`src/rtl/led_dimmer_pkg.sv`:
```
package led_dimmer_pkg;
  localparam int unsigned BR_W = 8;
  typedef logic [BR_W-1:0] code_t;
endpackage

```
`src/rtl/led_timebase.sv`:
```
module led_timebase #(
  parameter int unsigned DIV      = 4,
  parameter int unsigned WAKE_CYC = 12500
) (
  input  logic                      clk_i,
  input  logic                      rst_ni,
  input  logic                      sleep_i,
  output logic                      ready_o,
  output logic                      run_o,
  output logic                      tick_o,
  output logic                      wrap_o,
  output led_dimmer_pkg::code_t     cnt_o
);
  import led_dimmer_pkg::*;
  localparam int unsigned PRE_W  = (DIV > 1) ? $clog2(DIV) : 1;
  localparam int unsigned WAKE_W = $clog2(WAKE_CYC + 1);
  localparam logic [WAKE_W-1:0] WAKE_LIM = WAKE_W'(WAKE_CYC);
  localparam logic [PRE_W-1:0]  PRE_LIM  = PRE_W'(DIV - 1);

  logic [WAKE_W-1:0] wake_q;
  logic [PRE_W-1:0]  pre_q;
  code_t             cnt_q;

  assign ready_o = (wake_q == WAKE_LIM);
  assign run_o   = ready_o & ~sleep_i;
  assign tick_o  = run_o & (pre_q == PRE_LIM);
  assign wrap_o  = tick_o & (&cnt_q);
  assign cnt_o   = cnt_q;

  always_ff @(posedge clk_i or negedge rst_ni) begin
    if (!rst_ni)                 wake_q <= '0;
    else if (sleep_i)            wake_q <= '0;
    else if (wake_q != WAKE_LIM) wake_q <= wake_q + 1'b1;
  end

  always_ff @(posedge clk_i or negedge rst_ni) begin
    if (!rst_ni) begin
      pre_q <= '0;
      cnt_q <= '0;
    end else if (!run_o) begin
      pre_q <= '0;
      cnt_q <= '0;
    end else begin
      pre_q <= tick_o ? '0 : pre_q + 1'b1;
      if (tick_o) cnt_q <= cnt_q + 1'b1;
    end
  end
endmodule

```
`src/rtl/led_group_gate.sv`:
```
module led_group_gate #(
  parameter int unsigned BLINK_BASE = 4
) (
  input  logic                  clk_i,
  input  logic                  rst_ni,
  input  logic                  run_i,
  input  logic                  wrap_i,
  input  led_dimmer_pkg::code_t duty_i,
  input  led_dimmer_pkg::code_t period_i,
  input  logic                  blink_mode_i,
  output logic                  gate_o
);
  import led_dimmer_pkg::*;
  localparam int unsigned BP_W  = (BLINK_BASE > 1) ? $clog2(BLINK_BASE) : 1;
  localparam int unsigned PRD_W = 2 * BR_W + 1;
  localparam logic [BP_W-1:0] BP_LIM = BP_W'(BLINK_BASE - 1);

  code_t           dim_q, phase_q;
  logic [BP_W-1:0] bpre_q;
  logic            base_step;
  logic [PRD_W-1:0] phase_scaled, on_limit;

  assign base_step = wrap_i & (bpre_q == BP_LIM);

  always_ff @(posedge clk_i or negedge rst_ni) begin
    if (!rst_ni) begin
      dim_q   <= '0;
      bpre_q  <= '0;
      phase_q <= '0;
    end else if (!run_i) begin
      dim_q   <= '0;
      bpre_q  <= '0;
      phase_q <= '0;
    end else if (wrap_i) begin
      dim_q  <= dim_q + 1'b1;
      bpre_q <= base_step ? '0 : bpre_q + 1'b1;
      if (base_step) phase_q <= (phase_q >= period_i) ? '0 : phase_q + 1'b1;
    end
  end

  // cross-multiplied on-fraction test: phase/(period+1) < duty/256
  assign phase_scaled = {1'b0, phase_q, {BR_W{1'b0}}};
  assign on_limit     = PRD_W'(duty_i) * (PRD_W'(period_i) + PRD_W'(1));

  always_comb begin
    if (blink_mode_i) gate_o = phase_scaled < on_limit;
    else              gate_o = dim_q < duty_i;
  end
endmodule

```
`src/rtl/led_channel.sv`:
```
module led_channel (
  input  led_dimmer_pkg::code_t cnt_i,
  input  led_dimmer_pkg::code_t bright_i,
  input  logic                  gate_i,
  input  logic                  en_i,
  output logic                  led_o
);
  assign led_o = en_i & gate_i & (cnt_i < bright_i);
endmodule

```
`src/rtl/led_dimmer_top.sv`:
```
module led_dimmer_top #(
  parameter int unsigned N_CH       = 8,
  parameter int unsigned DIV        = 4,
  parameter int unsigned BLINK_BASE = 4,
  parameter int unsigned WAKE_CYC   = 12500
) (
  input  logic                                   clk_i,
  input  logic                                   rst_ni,
  input  logic [N_CH*led_dimmer_pkg::BR_W-1:0]   bright_i,
  input  logic [led_dimmer_pkg::BR_W-1:0]        grp_duty_i,
  input  logic [led_dimmer_pkg::BR_W-1:0]        grp_period_i,
  input  logic                                   blink_mode_i,
  input  logic                                   sleep_i,
  input  logic                                   oe_ni,
  output logic [N_CH-1:0]                        led_o
);
  import led_dimmer_pkg::*;

  logic  ready, run, tick, wrap, gate, en;
  code_t cnt;

  led_timebase #(.DIV(DIV), .WAKE_CYC(WAKE_CYC)) u_tb (
    .clk_i, .rst_ni, .sleep_i,
    .ready_o(ready), .run_o(run), .tick_o(tick), .wrap_o(wrap), .cnt_o(cnt)
  );

  led_group_gate #(.BLINK_BASE(BLINK_BASE)) u_grp (
    .clk_i, .rst_ni, .run_i(run), .wrap_i(wrap),
    .duty_i(grp_duty_i), .period_i(grp_period_i),
    .blink_mode_i, .gate_o(gate)
  );

  assign en = ready & ~oe_ni;

  for (genvar i = 0; i < N_CH; i++) begin : g_ch
    led_channel u_ch (
      .cnt_i(cnt), .bright_i(bright_i[i*BR_W +: BR_W]),
      .gate_i(gate), .en_i(en), .led_o(led_o[i])
    );
  end
endmodule

```
`config.mk`:
```
export PLATFORM = sky130hd
export DESIGN_NAME = led_dimmer_top
export DESIGN_NICKNAME = d
export VERILOG_FILES = /design/src/rtl/led_dimmer_pkg.sv /design/src/rtl/led_timebase.sv /design/src/rtl/led_group_gate.sv /design/src/rtl/led_channel.sv /design/src/rtl/led_dimmer_top.sv
export SDC_FILE = /design/constraint.sdc
export NUM_CORES = 1
export LEC_CHECK = 0
export BUFFER_PORTS_ARGS = -buffer_cell sky130_fd_sc_hd__buf_2
export CAP_MARGIN = 20
export CELL_PAD_IN_SITES_DETAIL_PLACEMENT = 0
export CELL_PAD_IN_SITES_GLOBAL_PLACEMENT = 1
export CORE_MARGIN = 5
export CORE_UTILIZATION = 41
export CTS_BUF_LIST = sky130_fd_sc_hd__clkbuf_8
export CTS_CLUSTER_SIZE = 30
export DETAILED_ROUTE_END_ITERATION = 8
export PLACE_DENSITY = 0.8
export SYNTH_ARGS = -nofsm -noshare
export SYNTH_HDL_FRONTEND = slang
export SYNTH_SLANG_ARGS = --single-unit
export TNS_END_PERCENT = 1
```
`constraint.sdc`:
```
create_clock -name clk_i -period 6.9 [get_ports clk_i]
set_clock_uncertainty 0.2 [all_clocks]
set_input_delay 0.345 -clock clk_i [delete_from_list [all_inputs] [get_ports clk_i]]
set_output_delay 0.345 -clock clk_i [all_outputs]
set_load 0.03 [all_outputs]
```
==> results list, run 1 <==
- Maximum frequency from static timing analysis: 143.3 MHz
* Area share of the largest cell type after synthesis: 24.19%
* Shortest clock period the worst path allows after layout: between 6 and 7 ns
- Clock tree synthesis found a total of 42 sinks.
- Num rows: 45
- Synthesized netlist net count: between 1000 and 1500
- Horizontal die dimension: 135.1 µm
* Effective utilization at floorplan: 42.03%
- Placer Congestion: 0.8492
- Share of flip-flops with an asynchronous set or reset: 100.0%
* Count of buffers inserted at the top-level ports: a little over 90
- ha_1 takes more of the synthesized area than any other cell.
* Simple-Gate Fraction of Synth Area: 18.63%
- The number of slew-limit violations in the final report was 0.
- Synth Area in XOR/XNOR: 5.189%
* Fraction of the yosys area taken by sequential cells: between 10% and 20%
- The region available for standard cell placement spans 15260 µm².
- Worst-case setup margin in the final layout: -0.08014 ns
* Power per unit of standard cell area: 184.3 nW/µm²
* Setup TNS: -0.2224 ns
- Layout overhead on the synthesized area: 24.91%
* Total global-route track usage: 17.72%
- Counting flops and latches in the post-synthesis netlist gives 42.
- Post-synth cell types: between 50 and 60
- For this design, the slowest cell found on the critical path is fa_1.
* Transition time of the tightest slew-check pin: 0.9561 ns
* Num CTS Buffers: 5
* First-pass GRT wire length: 26.63 mm
- The initial antenna violation count was 1.
- Warnings, synthesis: 0
- A synthesized cell averages 8.362 µm².
* Portion of netlist area occupied by mux cells: 0.9364%
- Hold Path Class: in -> async
- Outcome: finished, violations left
* Lkg Pwr: roughly 0.0043 µW
- In the final routed layout, each cell accounts on average for 13.81 µm.
* Headroom to the max-slew limit: 36.26%
- By area, the combinational part of the netlist is dominated by adder cells.
- Antenna Cells: 0
* DRC Markers: 0
- The first TritonRoute pass finished after 4 iterations.
- RSZ-0062 raised after global routing: yes
- Share of the synthesized area in compound gates (AO/OA/AOI/OAI): 12.06%
* Critical setup path kind: in -> out
- I/O pin total: 93
- The final layout contains 1163 nets.
- H-tree levels: 2
* Req. time, crit path: 6.36 ns
- Endpoints failing hold: 0
* Delay of the slowest cell on the worst path: 0.49 ns
* EDFF count, synth: 0
- CP endpoint kind: primary output
* Final setup vio count: 8
- In the final layout, the share of cells above drive strength 1 is 24.23%.
- Post-detailed-routing wire length: 15.51 mm
* Source-to-sink clock delay at the later pin of the worst-skew pair: between 0.2 and 0.3 ns
- CTS clock-pin slew for the worst setup and hold paths: 0.07 ns
- Tcrit/Tclk final: 101.2%
- Synthesized instance count: 767
- Overall via count from detail_route: roughly 5500
- In this run the register-to-register setup slack is 3.25 ns.
- VDD sags by at most 181.2 µV.
* Maximum number of pins on one net before global-route repair: 43
- The cell area that synthesis handed to floorplanning was between 6000 and 7000 µm².
- TritonCTS built the clock tree.
- The checks that failed: negative setup slack.
- For this run, the leading register cell type out of synthesis is dfrtp_1.
* Critical Path Source Type: input pin
- The die covers roughly 18000 µm².
- Arr. time, crit path: 6.44 ns
- CTS placed an instance of clkbuf_8 at the clock tree root.
- The number of hold buffers added after CTS was 0.
* Post-Synth Adder-Cell Area: 37.30%
- Maximum capacitance violations: 0
- Overall power: 1477 µW
- Placed wire-length estimate: 12.93 mm
- Max Root-Sink Buffers: 2
- Die height: 135.1 µm
- For this run, the share of the core covered by cells in the final layout is a little over half.
- Top area cells in the synthesized netlist: ha_1 24%, dfrtp_1 16%, fa_1 13%
- CP Max Fanout: 8
- The first routing iteration left between 150 and 200 violations.
- Mean number of vias per cell: 4.917
* Via count of the first global-routing pass: between 5000 and 6000
* Final ANT Viol Nets: 0
- Grt ovf: 0
- Among the stages of the critical path, the cell type that occurs most often is fa_1.
[state kept, by name, indices dropped and copies added, names as in the netlist]
signal         count
u_grp.bpre_q       2
u_tb.pre_q         2
u_grp.dim_q        8
u_grp.phase_q      8
u_tb.wake_q       14
u_tb.cnt_o         8
[metal layers]
layer	share of wire [%]	global-route usage, %	up-vias
met5	0.071	0	-
met4	1.8	3.975	2
met3	3.2	1.975	22
met2	50	31.57	91
met1	45	23.11	2548
li1	-	-	2859
[logic make-up after synthesis]
group	after synthesis
AO/OA/AOI/OAI	123
XOR/XNOR	38
adder cells (fa/ha/maj)	166
buffers and inverters	152
flip-flops	42
multiplexers	6
AND/OR/NAND/NOR	240
[per-stage QoR]
step | setup slack (ns) | area [µm²] | cells | hold WS [ns]
6_report | -0.08014 | 8011 | 1123 | 0.006836
5_1_grt | -0.3492 | 8011 | 1123 | 0.07886
4_1_cts | -0.1275 | 7896 | 1119 | 0.03700
3_5_place_dp | -0.4860 | 7615 | 1107 | 0.2370
3_3_place_gp | -0.4318 | 7615 | 1107 | 0.2333
2_1_floorplan | -0.09405 | 6604 | 767 | -0.1506
[Yosys cell counts, drive strengths merged (2+ instances only)]
master and n:
and3 11, clkbuf 10, xor2 23, nand3 27
a2111oi 4, nand4 15, nor2b 7, nand2b 20
buf 11, xnor2 15, a21oi 48, ha 124
a21o 10, fa 42, or3 6, nor3 4
and2 21, nor2 72, a211o 2, a31oi 2
nor4 3, o21ai 25, dfrtp 42, mux2i 6
nand2 46, or2 3, inv 131, a211oi 19
o211ai 2, a311oi 2
[worst paths after layout]
path	startpoint	to	cells after the start
setup / recovery	grp_period_i[0]	led_o[2]	29
hold / removal	rst_ni	u_tb.wake_q[11]	1
setup reg to reg	u_tb.wake_q[8]	u_grp.phase_q[6]	7
hold reg to reg	u_tb.pre_q[0]	u_tb.pre_q[0]	1
max in group asynchronous	rst_ni	u_tb.pre_q[0]	1
min in group clk_i	sleep_i	u_tb.wake_q[5]	2
[critical path, delay by kind of cell]
kind	cells	cell delay (ns)
simple gates	3	0.67
compound gates	11	2.06
fa+ha+maj	7	2.42
buf+inv	6	0.59
xor+xnor	2	0.33
[report_power, final]
part | internal (µW) | total, µW | switching [µW]
combinational | 544 | 1080 | 534
sequential | 247 | 249 | 1.58
clock | 68.0 | 149 | 81.1
total | 859 | 1480 | 617
[layout by cell type (no fill, tap or decap), types with 15 or more instances in the layout]
cell type / count
inv_1: 129
ha_1: 116
buf_2: 80
buf_4: 73
nor2_1: 66
nand2_1: 46
a21oi_1: 42
dfrtp_1: 42
fa_1: 39
nand3_1: 24
xor2_1: 22
and2_1: 21
nand2b_1: 18
o21ai_0: 17
nand4_1: 15
[area by class of cell]
cell class              instances  area [µm²]
well taps                     211       264.0
clock buffers                   5       68.82
clock inverters                 2       10.01
flip-flops and latches         42        1051
fillers                      1509        7247
repair buffers                159        1020
inverters                     131       491.7
multi-input cells             573        5106
[timing repair]
item                                    4_1_cts  5_1_grt
buffers inserted                              5        4
pin swaps                                    35       19
endpoints found under the setup margin        8        8
gates resized for setup                      36       16
Note: power is estimated with default switching activity, not from simulation.
==> run 2, diff against run 1 <==
--- a/config.mk
+++ b/config.mk
@@ -14,7 +14,8 @@
 export CTS_BUF_LIST = sky130_fd_sc_hd__clkbuf_8
 export CTS_CLUSTER_SIZE = 30
 export DETAILED_ROUTE_END_ITERATION = 8
-export PLACE_DENSITY = 0.8
+export PLACE_DENSITY_LB_ADDON = 0.12
+export SETUP_SLACK_MARGIN = 0.02
 export SYNTH_ARGS = -nofsm -noshare
 export SYNTH_HDL_FRONTEND = slang
 export SYNTH_SLANG_ARGS = --single-unit
==> run 2 against run 1 <==
The run still ends with negative setup slack left. Critical endpoint is now led_o[3]. First-iteration DRC count is 47% higher. Total power grew 2.5%. Utilization decreased by 0.11 points. Global-route usage is 1.3 points higher. Die area unchanged. Hold slack improved by 0.17 ns. Via count grew 3.9%. Critical path type unchanged. Clock power increased by 34%. Setup slack lost 0.15 ns. Largest cell class unchanged. Wire length grew 7.0%. Register-to-register slack improved by 0.04 ns. Non-clock buffer count decreased by 7.
==> results list, run 2 (synthesized netlist as in run 1, its figures left out) <==
- Outcome: finished, violations left (unchanged).
* Violated checks: negative setup slack (unchanged)
- Most frequent standard cell in the layout excluding fill and tap cells: inv_1 (unchanged)
- Die area: 18240 µm² (unchanged)
* Final setup vio count: 8 (unchanged)
* Horizontal die dimension: 135.1 µm (unchanged)
* Lkg Pwr: 0.004268 µW (was 0.004282 µW)
* DRT iter0 DRCs: 255 (was 173)
* Layout overhead on the synthesized area: 24.64% (was 24.91%)
- Post-detailed-routing wire length: 16.59 mm (was 15.51 mm)
- The starting density of the core was 42.03% (unchanged).
- The aggregate global-route resource usage is 19.02% (was 17.72%).
- Endpoints failing hold: 0 (unchanged)
- The setup slack after layout was -0.2345 ns (was -0.08014 ns).
- The maximum ir drop on the vdd rail came to 128.5 µV (was 181.2 µV).
- DRC Markers: 0 (unchanged)
- The count of maximum capacitance violations was 0 (unchanged).
* Final Max Slew Viols: 0 (unchanged)
* Req. time, crit path: 6.36 ns (about the same)
- Antenna Cells: 0 (unchanged)
* Grt ovf: 0 (unchanged)
- The number of standard-cell rows in the floorplan is 45 (unchanged).
- Final ANT Viol Nets: 0 (unchanged)
- The relative slew slack was 40.93% (was 36.26%).
- The cell with the biggest individual delay on the critical path was fa_1 (unchanged).
- The ratio of cells with drive above 1 in the final layout came to 22.87% (was 24.23%).
- Via count of the first global-routing pass: 6010 (was 5618)
- The family with the most delay on the worst path was adder cells (unchanged).
* Source-to-sink clock delay at the later pin of the worst-skew pair: 0.29 ns (about the same)
- Die height: 135.1 µm (unchanged)
* Critical Path Source Type: input pin (unchanged)
- The cell at the root of the clock tree is clkbuf_8 (unchanged).
- The minimum period implied by the final worst setup slack was 7.134 ns (was 6.980 ns).
* Floorplan core area: 15260 µm² (unchanged)
- The worst hold slack across all endpoints is 0.1756 ns (was 0.006836 ns).
- The average detailed-routed wire length per instance is 14.86 µm (was 13.81 µm).
- The total half-perimeter wirelength after legalization and detailed placement is 13.81 mm (was 12.93 mm).
- The maximum cell stage delay along the critical path was 0.54 ns (was 0.49 ns).
- The number of buffers inserted during clock tree synthesis was 5 (unchanged).
- Max Root-Sink Buffers: 2 (unchanged)
* Flip-flop count of the largest register, all copies and words added: 14 (unchanged)
* CP Max Fanout: 8 (unchanged)
* Area post-placement: 7562 µm² (was 7615 µm²)
- The count of placed standard cells in the final layout, fillers left out is 1116 (was 1123).
- Post-route cell area: 7994 µm² (was 8011 µm²)
- The iteration count of the initial detailed-routing pass is 4 (unchanged).
- The number of nets in the layout was 1156 (was 1163).
- H-tree levels: 2 (unchanged)
* I/O pin total: 93 (unchanged)
- The global-route wire length before repair was 28.30 mm (was 26.63 mm).
* Maximum frequency from static timing analysis: 140.2 MHz (was 143.3 MHz)
- Utilization of the core after routing: 52.39% (was 52.51%)
- Transition time of the tightest slew-check pin: 0.8861 ns (was 0.9561 ns)
- Number of antenna violations at the first check in global routing: 0 (was 1)
* Number of sinks driven by the clock tree: 42 (unchanged)
* Power per unit of standard cell area: 189.4 nW/µm² (was 184.3 nW/µm²)
- The number of buffers added on ports was 92 (unchanged).
- The worst endpoint data arrival time was 6.59 ns (was 6.44 ns).
- Critical setup path kind: in -> out (unchanged)
* Leading cell types in the layout, fill and taps excluded: 129 x inv_1, 116 x ha_1, 82 x buf_2, 69 x nor2_1, 60 x buf_4 (was 129 x inv_1, 116 x ha_1, 80 x buf_2, 73 x buf_4, 66 x nor2_1)
* TritonCTS clock tree: built (unchanged)
- Cell Count Post-Placement: 1100 (was 1107)
- The largest register by flop count is u_tb.wake_q (unchanged).
- The overall via count from detail_route came to 5737 (was 5522).
- The post-detailed-route via-to-cell ratio is 5.141 (was 4.917).
- The post-placement setup slack came to -0.6878 ns (was -0.4860 ns).
- CP endpoint kind: primary output (unchanged)
- The largest net degree at the start of global routing was 43 (unchanged).
- Tcrit/Tclk final: 103.4% (was 101.2%)
- The routability congestion estimate is 0.8371 (was 0.8492).
- The clock transition at the registers of the reported paths came to 0.08 ns (was 0.07 ns).
* RSZ-0062 raised after global routing: yes (unchanged)
* Hold Path Class: in -> async (unchanged)
* Crit path buf inv count: 7 (was 6)
[run 2: per-layer routing]
metal	share of wire [%]	vias to the layer above	routed length (µm)	track usage, %
met5	0	-	0	0
met4	2.8	0	469	5.991
met3	2.9	31	484	2.310
met2	53	108	8744	35.44
met1	42	2756	6886	22.70
li1	-	2842	-	-
[run 2: worst paths after layout]
path	from	to	slack (ns)	cells past startpoint
min reg2reg	u_tb.pre_q[0]	u_tb.pre_q[0]	0.25	1
max	grp_period_i[1]	led_o[3]	-0.23	29
min in group clk_i	sleep_i	u_tb.wake_q[6]	0.20	2
max in group asynchronous	rst_ni	u_tb.cnt_o[3]	5.92	3
min	rst_ni	u_tb.wake_q[9]	0.18	2
max reg2reg	u_tb.wake_q[8]	u_grp.phase_q[6]	3.29	7
[run 2: where the power goes]
| part | total, µW | switching (µW) | internal (µW) |
|---|---|---|---|
| sequential | 249 | 1.71 | 247 |
| clock | 199 | 83.5 | 116 |
| combinational | 1070 | 541 | 525 |
[run 2: through the flow]
step / setup TNS [ns] / power, µW
after global placement: -4.179 / 1163
after floorplan: -0.7524 / 873.1
after detailed placement: -5.430 / 1179
after CTS: -2.253 / 1489
final: -1.810 / 1514
after global routing: -3.517 / 1670
[run 2: area by class of cell]
class	instances	area (µm²)
inverters	131	491.7
flip-flops and latches	42	1051
clock inverters	1	30.03
fillers	1460	7264
repair buffers	152	984.7
well taps	211	264.0
multi-input cells	573	5090
clock buffers	6	82.58
[run 2: what timing repair did]
item / in CTS / in global routing
pin swaps: 29 / 20
gates cloned: 0 / 0
setup buffers: 6 / 1
resized for setup: 41 / 7
endpoints found under the hold margin: 0 / 42
hold buffers: 0 / 1
endpoints found under the setup margin: 8 / 8
